==> config.mk <==
export PLATFORM = sky130hd
export DESIGN_NAME = keyed_watchdog
export DESIGN_NICKNAME = d
export VERILOG_FILES = /design/src/rtl/keyed_watchdog.sv
export SDC_FILE = /design/constraint.sdc
export NUM_CORES = 1
export LEC_CHECK = 0
export BUFFER_PORTS_ARGS = -buffer_cell sky130_fd_sc_hd__buf_2
export CORE_UTILIZATION = 62
export CTS_CLUSTER_SIZE = 8
export DETAILED_ROUTE_END_ITERATION = 12
export PLACE_DENSITY = 0.85
export RECOVER_POWER = 50
export SETUP_SLACK_MARGIN = 0.4
export SLEW_MARGIN = 40
export SYNTH_ARGS = -nofsm -noshare
export SYNTH_HDL_FRONTEND = slang
export SYNTH_SLANG_ARGS = --single-unit
==> constraint.sdc <==
create_clock -name clk -period 6.5 [get_ports clk]
set_clock_uncertainty 0.15 [all_clocks]
set_input_delay 1.3 -clock clk [delete_from_list [all_inputs] [get_ports clk]]
set_output_delay 1.3 -clock clk [all_outputs]
set_load 0.01 [all_outputs]
==> src/rtl/keyed_watchdog.sv <==
module keyed_watchdog #(
  parameter int          CNT_W    = 18,
  parameter logic [7:0]  RST_VAL  = 8'h53,
  parameter logic [4:0]  KEY_RUN  = 5'b01010,
  parameter logic [4:0]  KEY_STOP = 5'b10101
) (
  input  logic       clk,
  input  logic       rst_n,
  input  logic       always_on,
  input  logic       ctl_we,
  input  logic [7:0] ctl_wdata,
  output logic [7:0] ctl_rdata,
  input  logic       kick,
  input  logic       flag_clr,
  output logic       timeout_rst,
  output logic       key_rst,
  output logic       wd_flag
);

  logic [7:0]       ctl;
  logic [CNT_W-1:0] cnt;
  logic [CNT_W-1:0] term;
  logic [4:0]       lg;
  logic             key_ok, run, bad, hit, s1, s2;

  assign key_ok = (ctl[7:3] == KEY_RUN) || (ctl[7:3] == KEY_STOP);
  assign bad    = !key_ok;
  assign run    = key_ok && (always_on || ctl[7:3] == KEY_RUN);
  assign lg     = (ctl[2:0] < 3'd3) ? 5'(8 + 2 * ctl[2:0]) : 5'(11 + ctl[2:0]);
  assign term   = ({{(CNT_W-1){1'b0}}, 1'b1} << lg) - 1'b1;
  assign hit    = run && !kick && (cnt >= term);

  assign ctl_rdata = ctl;
  assign key_rst   = s2;

  always_ff @(posedge clk or negedge rst_n) begin
    if (!rst_n) begin
      ctl         <= RST_VAL;
      cnt         <= '0;
      timeout_rst <= 1'b0;
      s1          <= 1'b0;
      s2          <= 1'b0;
      wd_flag     <= 1'b0;
    end else begin
      if (ctl_we) ctl <= ctl_wdata;
      s1 <= bad;
      s2 <= s1;
      if (!run || kick || hit) cnt <= '0;
      else                     cnt <= cnt + 1'b1;
      timeout_rst <= hit;
      wd_flag     <= (wd_flag & ~flag_clr) | s1 | hit;
    end
  end

  assert_write_R2: assert property (@(posedge clk) disable iff (!rst_n)
    ctl_we |=> ctl_rdata == $past(ctl_wdata));
  assert_pulse_R5: assert property (@(posedge clk) disable iff (!rst_n)
    timeout_rst |=> !timeout_rst);
  assert_stopped_R7: assert property (@(posedge clk) disable iff (!rst_n)
    !run |=> !timeout_rst);
  assert_keydelay_R8: assert property (@(posedge clk) disable iff (!rst_n)
    $rose(key_rst) |-> $past(bad, 2));
  assert_flag_R9: assert property (@(posedge clk) disable iff (!rst_n)
    (key_rst || timeout_rst) |-> wd_flag);

endmodule

==> flow_summary.yaml <==
status:
  status: "finished with violations"
  violations: "max-capacitance violations, max-slew violations"
logic_synthesis:
  synth.net_count: 247
  ys_ff_latch: 30
  ys_types: 44
  async_flop_share_pct: 100.0
  syn-cell-area_um2: 2062
  postSynthAreaPerCell_um2: 9.546
  synth_edf_count: 0
  ys.warnings.count: 0
  synth_ff_type: "dfrtp_1"
  syn-instance-count: 216
  synth.yosys.seq_area_share_pct: 36.65
clock_network:
  clockBufferDepth: 2
  clkTransAtPathRegs_ns: 0.09
  post-cts-setup-buffers: 0
  cts_buffers: 5
  cts_root_buffer: "clkbuf_4"
  cts_hold_buf: 0
  htree_num_levels: 2
  clock_sinks: 30
  cts_tree: "yes"
  cts.repair.resized: 0
  worstSkewPairLatency_ns: 0.34
place:
  hpwl_um: 2979
  port_buffers: 24
  place.gp.congestion: 0.8831
  dpl_cell_area_um2: 2171
pwr:
  power.switching_uw: 117.5
  clockPowerShare_pct: 28.7
  vdd_drop_max_mv: 0.1681
  power_leakage_nw: 0.9967
  pwr_density_cell_nw_per_um2: 178.7
  power_frac_seq_pct: 51.3
  total_power_uw: 398.2
  p_int_uw: 280.7
  combPwrFrac_pct: 20.0
  swShare_pct: 29.51
finish:
  syn_to_final_growth_pct: 8.071
  n_fill_cell: 259
  antennaDiodeCount: 0
  fin_area_um2: 2228
  nets: 268
  drive_gt1_share_pct: 21.01
routing:
  wire_per_inst_um: 14.65
  firstDrtPassIters: 4
  postRouteAntennaNets: 0
  num_vias: 1669
  route.detailed.drc: 0
  drt-initial-drc-count: 179
  viasPerCell: 5.918
  drt-total-wl_um: 4132
setup_path:
  critical_path.cell_chain: "inv_1 > ha_1 > inv_1 > ha_1 > nor2b_1 > a21boi_0 > a21oi_1 > o22ai_1 > ha_1 > nand3_1 > nor3_1 > a211oi_1 > nand3_2 > nor3_1"
  cp-end-kind: "flip-flop"
  reg2reg_slack_ns: 2.50
  crit_type: "flip-flop to flip-flop"
  cpMaxStageDelayCell: "dfstp_2"
  worst_setup_path_start_kind: "flip-flop"
  cp.required_ns: 6.59
  cp_data_arrival_time_ns: 4.09
  crit_family: "simple AND/OR/NAND/NOR gates"
  cp_max_fo: 18
  crit_buf_inv: 2
  cpPeakStageDelay_ns: 0.66
  cp_common_cell: "ha_1"
timing:
  slew_headroom_pct: -4.124
  hold_violations: 0
  fmax_mhz: 250.2
  rsz0062_at_grt: "false"
  period_needed_ns: 3.997
  finalSetupTns_ns: 0
  setup_violations: 0
  tightest_slew_ns: 1.562
  drv_slew: 31
  period_share_pct: 61.49
floorplan:
  die-width_um: 59.67
  start_util_pct: 66.45
  fp.dieH_um: 59.67
  core_area_um2: 3103
  die-area_um2: 3561
  rows: 20
  pin_count: 25
job:
  maxCapViolCount: 1
min_path:
  min_path_type: "flip-flop to flip-flop"
global_route:
  grt_pass1_wl_um: 6858
  grt_usage_pct: 26.97
  grt_max_degree: 31
  antenna_found_initial: 0
  overflow: 0
  grt_pass1_vias: 1582
## state kept, by name, summed over array words and instances, names as in the netlist
signal       cells
timeout_rst      1
s1               1
key_rst          1
ctl_rdata        8
wd_flag          1
cnt             18
## per-stage QoR
step           hold slack (ns)  std cells  setup slack, ns  utilization [%]
2_1_floorplan           0.2037        216            2.893                -
3_3_place_gp            0.2085        274            2.674            69.96
3_5_place_dp            0.2159        274            2.554            69.96
4_1_cts                 0.2369        282            2.513            71.90
5_1_grt                 0.2522        282            2.164            71.81
6_report                0.2354        282            2.503            71.81
## routing by layer
metal	vias up	global-route usage, %	part of all wire (%)
met5	-	0	0
met4	0	11.63	2.0
met3	10	7.359	3.6
met2	41	44.60	49
met1	789	33.00	45
li1	829	-	-
## Yosys cell counts (2+ instances only)
cell | count | area [um^2]
and4_1 | 4 | 35.03
a21oi_1 | 15 | 75.07
a211oi_1 | 2 | 15.01
nand2_1 | 19 | 71.32
and3_1 | 3 | 18.77
mux2_2 | 5 | 56.30
xor2_1 | 14 | 122.6
nand3b_1 | 2 | 15.01
nor3b_1 | 2 | 15.01
nand3_1 | 11 | 55.05
o21a_1 | 2 | 15.01
nor2b_1 | 2 | 12.51
nor3_2 | 10 | 100.1
nor3_1 | 10 | 50.05
inv_1 | 9 | 33.78
o22ai_1 | 4 | 25.02
ha_1 | 17 | 212.7
nand2b_1 | 2 | 12.51
clkbuf_1 | 4 | 15.01
o21ai_0 | 10 | 50.05
a21boi_0 | 5 | 37.54
xnor2_1 | 2 | 17.52
nand4_1 | 5 | 31.28
dfstp_2 | 4 | 105.1
buf_2 | 2 | 10.01
buf_6 | 3 | 33.78
dfrtp_1 | 26 | 650.6
nor2_1 | 6 | 22.52
## worst paths after layout
path	start	to	cells after the start
max	ctl_rdata[0]	cnt[6]	14
min	s1	key_rst	0
max reg2reg	ctl_rdata[0]	cnt[6]	14
min reg2reg	s1	key_rst	0
max in group asynchronous	rst_n	cnt[5]	1
min in group asynchronous	rst_n	ctl_rdata[2]	1
## power by group through the flow
stage                     Combinational (mW)  Clock (mW)  Sequential, mW
after floorplan                       0.0564           0           0.206
after global placement                0.0772           0           0.208
after detailed placement              0.0785           0           0.208
after CTS                             0.0797       0.119           0.204
after global routing                  0.0889       0.125           0.206
final                                 0.0796       0.114           0.204
## cell families (layout without fill, tap and decap cells)
family	count (synthesis)	count (layout)	share of synthesized area [%]
compound gates	45	45	13.77
xor+xnor	16	16	6.796
fa+ha+maj	17	17	10.32
buf+inv	19	41	4.854
flops	30	30	36.65
mux	6	6	3.216
simple gates	83	83	24.39
## cell type report
cell class | count | area, um^2 | share of cell area (%)
flip-flops and latches | 30 | 755.7 | 33.91
well taps | 44 | 55.05 | 2.471
repair buffers | 24 | 117.6 | 5.278
clock buffers | 7 | 55.05 | 2.471
inverters | 9 | 33.78 | 1.516
clock inverters | 1 | 5.005 | 0.2246
multi-input cells | 167 | 1206 | 54.13
## placed cells by master (no fill, tap or decap), types with 2 or more instances in the layout
cell type / Yosys / final
o21a_1: 2 / 2
clkbuf_1: 4 / 3
nand2_1: 19 / 19
nor3_1: 10 / 10
and4_1: 4 / 4
nand3_1: 11 / 11
a21oi_1: 15 / 15
inv_1: 9 / 9
mux2_2: 5 / 5
nor2_1: 6 / 6
ha_1: 17 / 17
dfrtp_1: 26 / 26
clkbuf_4: 0 / 5
xnor2_1: 2 / 2
nor3b_1: 2 / 2
o21ai_0: 10 / 10
nor3_2: 10 / 10
a211oi_1: 2 / 2
o22ai_1: 4 / 4
a21boi_0: 5 / 5
nand2b_1: 2 / 2
xor2_1: 14 / 14
and3_1: 3 / 3
dfstp_2: 4 / 3
buf_2: 2 / 22
nand4_1: 5 / 5
nand3b_1: 2 / 2
nor2b_1: 2 / 2
No activity file was read; power rests on OpenSTA's default activity.
